$ cat config.mk
export PLATFORM = sky130hd
export DESIGN_NAME = le_lane_unit
export DESIGN_NICKNAME = d
export VERILOG_FILES = /design/src/rtl/le_lane_pkg.sv /design/src/rtl/le_lane_agen.sv /design/src/rtl/le_lane_steer.sv /design/src/rtl/le_lane_extract.sv /design/src/rtl/le_lane_unit.sv
export SDC_FILE = /design/constraint.sdc
export NUM_CORES = 1
export LEC_CHECK = 0
export BUFFER_PORTS_ARGS = -buffer_cell sky130_fd_sc_hd__buf_2
export CAP_MARGIN = 20
export CORE_MARGIN = 5
export CORE_UTILIZATION = 40
export DETAILED_ROUTE_END_ITERATION = 6
export GPL_TIMING_DRIVEN = 0
export HOLD_SLACK_MARGIN = 0.06
export PLACE_DENSITY = 0.67
export SYNTH_ARGS = -nofsm -noshare
export SYNTH_HDL_FRONTEND = slang
export SYNTH_HIERARCHICAL = 1
export SYNTH_SLANG_ARGS = --single-unit
$ cat constraint.sdc
create_clock -name clk -period 2.9 [get_ports clk]
set_input_delay 0.435 -clock clk [delete_from_list [all_inputs] [get_ports clk]]
set_output_delay 0.435 -clock clk [all_outputs]
set_load 0.02 [all_outputs]
$ cat src/rtl/le_lane_pkg.sv
package le_lane_pkg;

   localparam int unsigned WORD_BYTES = 4;
   localparam int unsigned WORD_W     = WORD_BYTES * 8;

   typedef enum logic [1:0] {
      ACC_BYTE = 2'b00,
      ACC_HALF = 2'b01,
      ACC_WORD = 2'b10,
      ACC_WRSV = 2'b11
   } acc_size_e;

   // An access is legal when its low address bits fit its natural alignment.
   function automatic logic is_misaligned(acc_size_e sz, logic [1:0] lo);
      case (sz)
         ACC_BYTE: is_misaligned = 1'b0;
         ACC_HALF: is_misaligned = lo[0];
         default:  is_misaligned = (lo != 2'b00);
      endcase
   endfunction

endpackage

$ cat src/rtl/le_lane_agen.sv
module le_lane_agen #(
   parameter int unsigned ADDR_W = 32,
   parameter int unsigned DISP_W = 16
) (
   input  logic [ADDR_W-1:0] base,
   input  logic [DISP_W-1:0] disp,
   output logic [ADDR_W-1:0] ea
);

   logic [ADDR_W-1:0] disp_ext;

   initial begin : elab_chk
      assert (DISP_W >= 1 && DISP_W <= ADDR_W)
         else $error("le_lane_agen: DISP_W must be in 1..ADDR_W");
   end

   generate
      if (DISP_W < ADDR_W) begin : g_sext
         assign disp_ext = {{(ADDR_W-DISP_W){disp[DISP_W-1]}}, disp};
      end else begin : g_full
         assign disp_ext = disp;
      end
   endgenerate

   assign ea = base + disp_ext;

endmodule

$ cat src/rtl/le_lane_steer.sv
module le_lane_steer import le_lane_pkg::*; #(
   parameter int unsigned NLANE = 4,
   parameter int unsigned OFF_W = 2
) (
   input  logic                 en,
   input  acc_size_e            size,
   input  logic [OFF_W-1:0]     off,
   input  logic [WORD_W-1:0]    wdata,
   output logic [NLANE-1:0]     be,
   output logic [NLANE*8-1:0]   lane_data
);

   initial begin : elab_chk
      assert (NLANE >= WORD_BYTES && (1 << OFF_W) == NLANE)
         else $error("le_lane_steer: NLANE must be a power of two >= 4");
   end

   generate
      for (genvar i = 0; i < NLANE; i++) begin : g_lane
         localparam logic [OFF_W-1:0] IDX = OFF_W'(i);
         localparam int unsigned HSEL = i % 2;
         localparam int unsigned WSEL = i % WORD_BYTES;
         logic hit;

         // Lane i lies inside the access when the offsets match at its granule.
         always_comb begin
            case (size)
               ACC_BYTE: hit = (off == IDX);
               ACC_HALF: hit = ((off >> 1) == (IDX >> 1));
               default:  hit = ((off >> 2) == (IDX >> 2));
            endcase
         end

         // Replicate the datum so each lane already holds its own byte.
         always_comb begin
            case (size)
               ACC_BYTE: lane_data[8*i +: 8] = wdata[7:0];
               ACC_HALF: lane_data[8*i +: 8] = wdata[8*HSEL +: 8];
               default:  lane_data[8*i +: 8] = wdata[8*WSEL +: 8];
            endcase
         end

         assign be[i] = en & hit;
      end
   endgenerate

endmodule

$ cat src/rtl/le_lane_extract.sv
module le_lane_extract import le_lane_pkg::*; #(
   parameter int unsigned NLANE = 4,
   parameter int unsigned OFF_W = 2
) (
   input  logic [NLANE*8-1:0] rdata,
   input  logic [OFF_W-1:0]   off,
   input  acc_size_e          size,
   input  logic               zext,
   output logic [WORD_W-1:0]  data
);

   logic [NLANE*8-1:0] shifted;
   logic               fill_b;
   logic               fill_h;

   // Lowest-addressed byte of the access moves to bit 0.
   assign shifted = rdata >> {off, 3'b000};
   assign fill_b  = ~zext & shifted[7];
   assign fill_h  = ~zext & shifted[15];

   always_comb begin
      case (size)
         ACC_BYTE: data = {{(WORD_W-8){fill_b}}, shifted[7:0]};
         ACC_HALF: data = {{(WORD_W-16){fill_h}}, shifted[15:0]};
         default:  data = shifted[WORD_W-1:0];
      endcase
   end

endmodule

$ cat src/rtl/le_lane_unit.sv
module le_lane_unit import le_lane_pkg::*; #(
   parameter int unsigned ADDR_W = 32,
   parameter int unsigned DATA_W = 32,
   parameter int unsigned DISP_W = 16
) (
   input  logic                clk,
   input  logic                rst_n,
   input  logic                req_valid,
   input  logic                req_write,
   input  logic [1:0]          req_size,
   input  logic                req_zext,
   input  logic [ADDR_W-1:0]   req_base,
   input  logic [DISP_W-1:0]   req_disp,
   input  logic [31:0]         req_wdata,
   output logic                mem_req,
   output logic                mem_we,
   output logic [ADDR_W-1:0]   mem_addr,
   output logic [DATA_W/8-1:0] mem_be,
   output logic [DATA_W-1:0]   mem_wdata,
   input  logic [DATA_W-1:0]   mem_rdata,
   output logic                misalign,
   output logic                load_valid,
   output logic [31:0]         load_data
);

   localparam int unsigned NLANE = DATA_W / 8;
   localparam int unsigned OFF_W = $clog2(NLANE);

   initial begin : elab_chk
      assert (DATA_W % 8 == 0 && DATA_W >= WORD_W)
         else $error("le_lane_unit: DATA_W must be a byte multiple >= 32");
      assert (ADDR_W >= OFF_W + 1)
         else $error("le_lane_unit: ADDR_W too small for lane offset");
   end

   acc_size_e          sz;
   logic [ADDR_W-1:0]  ea;
   logic               mis;
   logic               acc_ok;
   logic [NLANE-1:0]   be_c;
   logic [DATA_W-1:0]  lane_c;
   logic [WORD_W-1:0]  ext_c;

   acc_size_e          size_q;
   logic [OFF_W-1:0]   off_q;
   logic               zext_q;

   assign sz     = acc_size_e'(req_size);
   assign mis    = is_misaligned(sz, ea[1:0]);
   assign acc_ok = req_valid & ~mis;

   le_lane_agen #(
      .ADDR_W (ADDR_W),
      .DISP_W (DISP_W)
   ) u_agen (
      .base (req_base),
      .disp (req_disp),
      .ea   (ea)
   );

   le_lane_steer #(
      .NLANE (NLANE),
      .OFF_W (OFF_W)
   ) u_steer (
      .en        (acc_ok & req_write),
      .size      (sz),
      .off       (ea[OFF_W-1:0]),
      .wdata     (req_wdata),
      .be        (be_c),
      .lane_data (lane_c)
   );

   always_ff @(posedge clk) begin
      if (!rst_n) begin
         mem_req    <= 1'b0;
         mem_we     <= 1'b0;
         mem_addr   <= '0;
         mem_be     <= '0;
         mem_wdata  <= '0;
         misalign   <= 1'b0;
         load_valid <= 1'b0;
         size_q     <= ACC_BYTE;
         off_q      <= '0;
         zext_q     <= 1'b0;
      end else begin
         mem_req    <= acc_ok;
         mem_we     <= acc_ok & req_write;
         mem_be     <= be_c;
         misalign   <= req_valid & mis;
         load_valid <= acc_ok & ~req_write;
         if (req_valid) begin
            mem_addr  <= ea;
            mem_wdata <= lane_c;
            size_q    <= sz;
            off_q     <= ea[OFF_W-1:0];
            zext_q    <= req_zext;
         end
      end
   end

   le_lane_extract #(
      .NLANE (NLANE),
      .OFF_W (OFF_W)
   ) u_extract (
      .rdata (mem_rdata),
      .off   (off_q),
      .size  (size_q),
      .zext  (zext_q),
      .data  (ext_c)
   );

   assign load_data = load_valid ? ext_c : '0;

   AST_MISALIGN_QUIET: assert property (@(posedge clk) disable iff (!rst_n)
      misalign |-> (!mem_req && !mem_we && mem_be == '0));

   AST_IDLE_QUIET: assert property (@(posedge clk) disable iff (!rst_n)
      !$past(req_valid) |-> (!mem_req && !mem_we && mem_be == '0 && !misalign && !load_valid));

   AST_BE_SHAPE: assert property (@(posedge clk) disable iff (!rst_n)
      mem_we |-> ($countones(mem_be) == 1 || $countones(mem_be) == 2 || $countones(mem_be) == 4));

   AST_WORD_FULL: assert property (@(posedge clk) disable iff (!rst_n)
      (mem_we && (size_q == ACC_WORD || size_q == ACC_WRSV)) |-> ($countones(mem_be) == 4));

   AST_LOAD_NO_WRITE: assert property (@(posedge clk) disable iff (!rst_n)
      load_valid |-> (mem_req && !mem_we && !misalign));

   AST_ZEXT_UPPER: assert property (@(posedge clk) disable iff (!rst_n)
      (load_valid && zext_q && size_q == ACC_BYTE) |-> (load_data[31:8] == '0));

endmodule

==> results of run 1 <==
[worst max-delay path, delay by kind of cell]
family | cells | cell delay [ns]
fa+ha+maj | 2 | 0.62
xor+xnor | 1 | 0.08
mux | 1 | 0.14
simple gates | 1 | 0.06
compound gates | 7 | 1.54
buf+inv | 1 | 0.10
[cells in the final DEF, fill, tap and decap left out, types with 4 or more instances in the layout]
cell	Yosys	routed
a211oi_1	10	10
a21o_1	12	12
a21oi_1	56	56
and2_1	39	39
buf_2	5	225
buf_4	18	18
buf_6	4	4
clkbuf_1	14	14
clkbuf_16	0	9
dfxtp_1	75	75
ha_1	31	31
inv_1	8	8
inv_6	0	4
mux2_2	17	17
mux2i_1	91	91
nand2_1	24	24
nand2b_1	6	6
nand3_1	7	7
nand4_1	5	5
nor2_1	15	15
nor2b_1	80	80
nor3_1	4	4
o21a_1	7	7
o21ai_0	24	24
o22ai_1	9	9
o2bb2ai_1	8	8
or2_2	9	9
xnor2_1	21	21
xor2_1	9	9
[sequential cells by signal, summed over array words and instances, names as in the netlist, 2 cells and up]
signal and flops:
mem_addr 32, mem_wdata 32, mem_be 4, size_q 2
[logic make-up after synthesis]
group / count (synthesis)
mux: 110
simple gates: 205
compound gates: 155
fa+ha+maj: 32
flops: 75
buf+inv: 54
xor+xnor: 30
[routing by layer]
layer | up-vias | track usage, % | wire length (um)
met4 | 0 | 6.286 | 325
met2 | 206 | 32.90 | 8315
met5 | - | 0 | 0
met1 | 2535 | 24.57 | 7767
met3 | 29 | 4.893 | 1206
li1 | 2817 | - | -
[path summary, 6_finish.rpt]
path                startpoint      endpoint  slack (ns)  depth (start not counted)
setup / recovery   req_base[0]  mem_addr[18]        0.15                         13
hold / removal       req_write    load_valid        0.29                          2
setup reg to reg     size_q[0]     size_q[0]        2.23                          2
hold reg to reg   mem_wdata[4]  mem_wdata[4]        0.51                          2
[power groups by stage]
stage	Clock [W]	Combinational, W	Sequential [W]
CTS	0.00120	0.00123	0.00117
global route	0.00126	0.00135	0.00118
floorplan	0	0.000760	0.00129
global placement	0	0.00122	0.00119
detailed placement	0	0.00123	0.00119
finish	0.00117	0.00123	0.00116
[cell type report]
type                    count  share of cell area (%)
inverters                   8                  0.3979
multi-input cells         532                   53.82
plain buffers              46                   4.178
well taps                 184                   3.051
flip-flops and latches     75                   19.90
repair buffers            220                   14.59
clock inverters             7                   1.078
clock buffers               9                   2.985
[stage by stage]
step / utilization (%) / hold slack, ns / worst slack [ns] / power (W)
5_1_grt: 52.12 / 0.2751 / 0.003654 / 0.003789
4_1_cts: 52.04 / 0.2727 / 0.1437 / 0.003603
2_1_floorplan: - / 0.5055 / 0.1937 / 0.002049
3_3_place_gp: 49.92 / 0.4906 / -0.1848 / 0.002406
6_report: 52.12 / 0.2853 / 0.1490 / 0.003562
3_5_place_dp: 49.92 / 0.4978 / -0.2042 / 0.002416
==> reports/metrics.cfg, run 1 <==
[run_status]
status=completed

[die]
die_w_um=131.4
std_cell_rows=44
start_util_pct=40.73
io_pins=223
die_h_um=131.4
die-area_um2=17270
core_area_um2=14480

[pwr]
p_seq_share_pct=32.7
intPower_w=0.002342
p_switching_w=0.001220
vdd_drop_max_mv=0.2997
combPwrFrac_pct=34.6
switching_share_pct=34.25
powerDensity_nw_per_um2=472.1
p_leak_nw=3.697
p_clk_share_pct=32.7

[timing]
rsz0062_at_grt=no
worst_slew_pin_slew_ns=0.5083
fin_crit_sh_pct=94.86
slew_headroom_pct=65.80
max_freq_mhz=363.5
tns_ns=0
min_period_ns=2.751
hold_violations=0
final-setup-viol-count=0
finalClockSkew_ns=0
drv_slew=0

[layout]
diodes=0
final_layout_size_suffix_gt1_share_pct=34.89
postLayoutCellArea_um2=7546
multiInputGateArea_um2=4061
fillCellCount=1431
regArea_um2=1501
nets=1043
instances_no_fill=1081
area_delta_synth_final_pct=27.97

[synth]
synth_compound_area_share_pct=17.53
synthArstFlopShare_pct=0
yosysTopAreaCellShare_pct=25.46
synth_top_family_by_area=simple AND/OR/NAND/NOR gates
synth_area_um2=5897
avgSynthCellArea_um2=8.921
synth_top_area_cell=dfxtp_1
synth_commonest_cells=mux2i_1 (91), nor2b_1 (80), dfxtp_1 (75)
synth_simple_gate_area_share_pct=20.58
synth.mux.area_fraction_pct=19.20
synth_seq_area_share_pct=25.46
synth_edf_count=0
ys_ff_latch=75
syn_nets=812
synth.area.top_cells=dfxtp_1 (25%), mux2i_1 (15%), nor2b_1 (8.5%)
synth_xor_xnor_area_share_pct=4.456
synthFlopType=dfxtp_1
synthCells=661
yosys.cell_types.count=65
yosysWarnings=6
synthAdderAreaFrac_pct=6.917
yosys.cell_count.top_type=mux2i_1

[clock_tree]
numCtsBuffers=9
clkLatencyLatePin_ns=0.34
cts-root-buf=clkbuf_16
clk_pin_slew_ns=0.06
htreeDepth=3
cts_tree=built
holdBufCountCts=0
numClockSinks=75
cts_resized=0
clockBufferDepth=2
cts_setup_buffers=0

[grt]
antenna_found_initial=0
grt_max_degree=18
first_global_vias=5488
grt.overflow.total=0
grt_pass1_wl_um=28210
gr-usage-all-layers_pct=19.56

[flow_run]
cap_violations=0

[critical_path]
cp_cell_sequence=buf_2 -> ha_1 -> fa_1 -> a21o_1 -> a221oi_4 -> a221o_2 -> o21ai_1 -> a21boi_1 -> o21ai_1 -> a21oi_1 -> xnor2_1 -> mux2i_1 -> nor2b_1
worst_path_most_repeated_cell=o21ai_1
slowest_delay_ns=0.41
worst_ep_required_time_ns=3.13
crit_type=input port to flip-flop
cp-start-kind=input port
crit_path_end_kind=flip-flop
crit_arrival_ns=2.98
crit_fanout=4
slowest_stage=fa_1

[placement]
place_hpwl_um=14150
port_buffers=220
place_inst=1065
gp_congestion=0.9233
placed_cell_area_um2=7228

[hold_path]
hp-class=input port to flip-flop

[drt]
dr.pass1.iters=5
avgRoutedWirePerCell_um=16.29
drtIter0Drc=242
wirelength_um=17610
remaining_drc_errors=0
avgViaCountPerCell=5.168
antenna_left=0
num_vias=5587

No activity file was read; power rests on OpenSTA's default activity.
==> inputs of run 2 (changes only) <==
--- a/config.mk
+++ b/config.mk
@@ -7,6 +7,7 @@
 export LEC_CHECK = 0
 export BUFFER_PORTS_ARGS = -buffer_cell sky130_fd_sc_hd__buf_2
 export CAP_MARGIN = 20
+export CORE_ASPECT_RATIO = 1.1
 export CORE_MARGIN = 5
 export CORE_UTILIZATION = 40
 export DETAILED_ROUTE_END_ITERATION = 6
==> reports/metrics.cfg, run 2 (synthesis results as in run 1) <==
[run_status]
status=completed

[layout]
final_layout_size_suffix_gt1_share_pct=35.18
nets=1047
final_common_cell=buf_2
instances_no_fill=1093
diodes=0
reg_top3=mem_addr x32, mem_wdata x32, mem_be x4
mostFrequentLayoutCells=buf_2 (225), mux2i_1 (91), nor2b_1 (80), dfxtp_1 (75), a21oi_1 (56)
area_delta_synth_final_pct=29.37

[clock_tree]
cts_tree=built
htreeDepth=3
numClockSinks=75
clockBufferDepth=2
clkLatencyLatePin_ns=0.33
cts-root-buf=clkbuf_16
clk_pin_slew_ns=0.06
numCtsBuffers=9
holdBufCountCts=0

[die]
die-area_um2=17270
io_pins=223
die_w_um=125.8
core_area_um2=14450
std_cell_rows=46
die_h_um=137.3
start_util_pct=40.82

[hold_path]
worstHoldPathCells=2
hold_end=load_valid
worstHoldStart=req_write
hp-class=input port to flip-flop

[timing]
whs_ns=0.2951
setup_ws_ns=0.1910
tns_ns=0
finalClockSkew_ns=0
final-setup-viol-count=0
drv_slew=0
slew_headroom_pct=63.77
max_freq_mhz=369.1
worst_slew_pin_slew_ns=0.5388
fin_crit_sh_pct=93.41
hold_violations=0
min_period_ns=2.709

[grt]
first_global_vias=5263
antenna_found_initial=0
grt_max_degree=18
gr-usage-all-layers_pct=19.02
grt_pass1_wl_um=26790
grt.overflow.total=0

[drt]
wirelength_um=17230
drtIter0Drc=258
dr.pass1.iters=4
remaining_drc_errors=0
avgViaCountPerCell=5.052
avgRoutedWirePerCell_um=15.76
num_vias=5522
antenna_left=0

[placement]
port_buffers=220
place_hpwl_um=13720
pre_cts_ws_ns=-0.2306
place_inst=1073
gp_congestion=0.8737

[critical_path]
worst_ep_required_time_ns=3.17
r2r_cells=2
cp-start-kind=input port
crit_fanout=4
crit_arrival_ns=2.98
crit_path_end_kind=flip-flop
r2r_slack_ns=2.22
r2r_start=size_q[0]
r2r-end=size_q[0]
crit_type=input port to flip-flop

[pwr]
p_total_w=0.003723
powerDensity_nw_per_um2=488.0
p_leak_nw=3.735
vdd_drop_max_mv=0.2660

[flow_run]
cap_violations=0

run 2: final cells by class:
type	count	area, um2
Tap cell	192	240.2
Inverter	8	30.03
Multi-Input combinational cell	532	4061
Timing Repair Buffer	224	1131
Buffer	46	315.3
Clock buffer	9	225.2
Fill cell	1425	6818
Sequential cell	75	1501
Clock inverter	7	123.9
run 2: timing repair:
action                                  4_1_cts  5_1_grt
buffers inserted                              0        4
endpoints found under the setup margin        0        3
gates resized for setup                       0        1
run 2: stage by stage:
step                      area [um2]  utilization (%)
after global placement          7238            50.10
after floorplan                 5897                -
after detailed placement        7238            50.10
final                           7629            52.81
after global routing            7629            52.81
after CTS                       7587            52.52
run 2: critical path: stages:
cell and delay, ns:
buf_2 0.10, ha_1 0.21, fa_1 0.40, a21o_1 0.23
a221oi_4 0.30, a221o_2 0.26, o2111ai_2 0.12, o211ai_2 0.13
o21ai_2 0.14, a221oi_2 0.28, xnor2_1 0.16, mux2i_1 0.10
nor2b_1 0.10
run 2: layer usage:
metal | up-vias | share of wire (%) | wire length, um | GRT usage (%)
li1 | 2812 | - | - | -
met1 | 2522 | 45 | 7767 | 24.41
met2 | 169 | 47 | 8115 | 32.37
met3 | 19 | 6.3 | 1085 | 3.800
met4 | 0 | 1.5 | 257 | 5.959
met5 | - | 0 | 0 | 0
run 2: worst max-delay path by stage:
stage	startpoint	depth (start not counted)	slack, ns	endpoint
2_1_floorplan	req_base[0]	12	0.19	mem_addr[30]
3_3_place_gp	req_base[0]	13	-0.20	mem_addr[30]
3_5_place_dp	req_base[0]	13	-0.23	mem_addr[30]
4_1_cts	req_base[0]	13	0.13	mem_addr[30]
5_1_grt	req_base[0]	13	-0.006	mem_addr[30]
6_report	req_base[0]	13	0.19	mem_addr[30]
run 2: power by group:
part           leakage, nW  switching, W  internal, W
clock                0.167      0.000468     0.000848
combinational         2.95      0.000687     0.000552
sequential           0.618     0.0000482      0.00112
total                 3.73       0.00120      0.00252
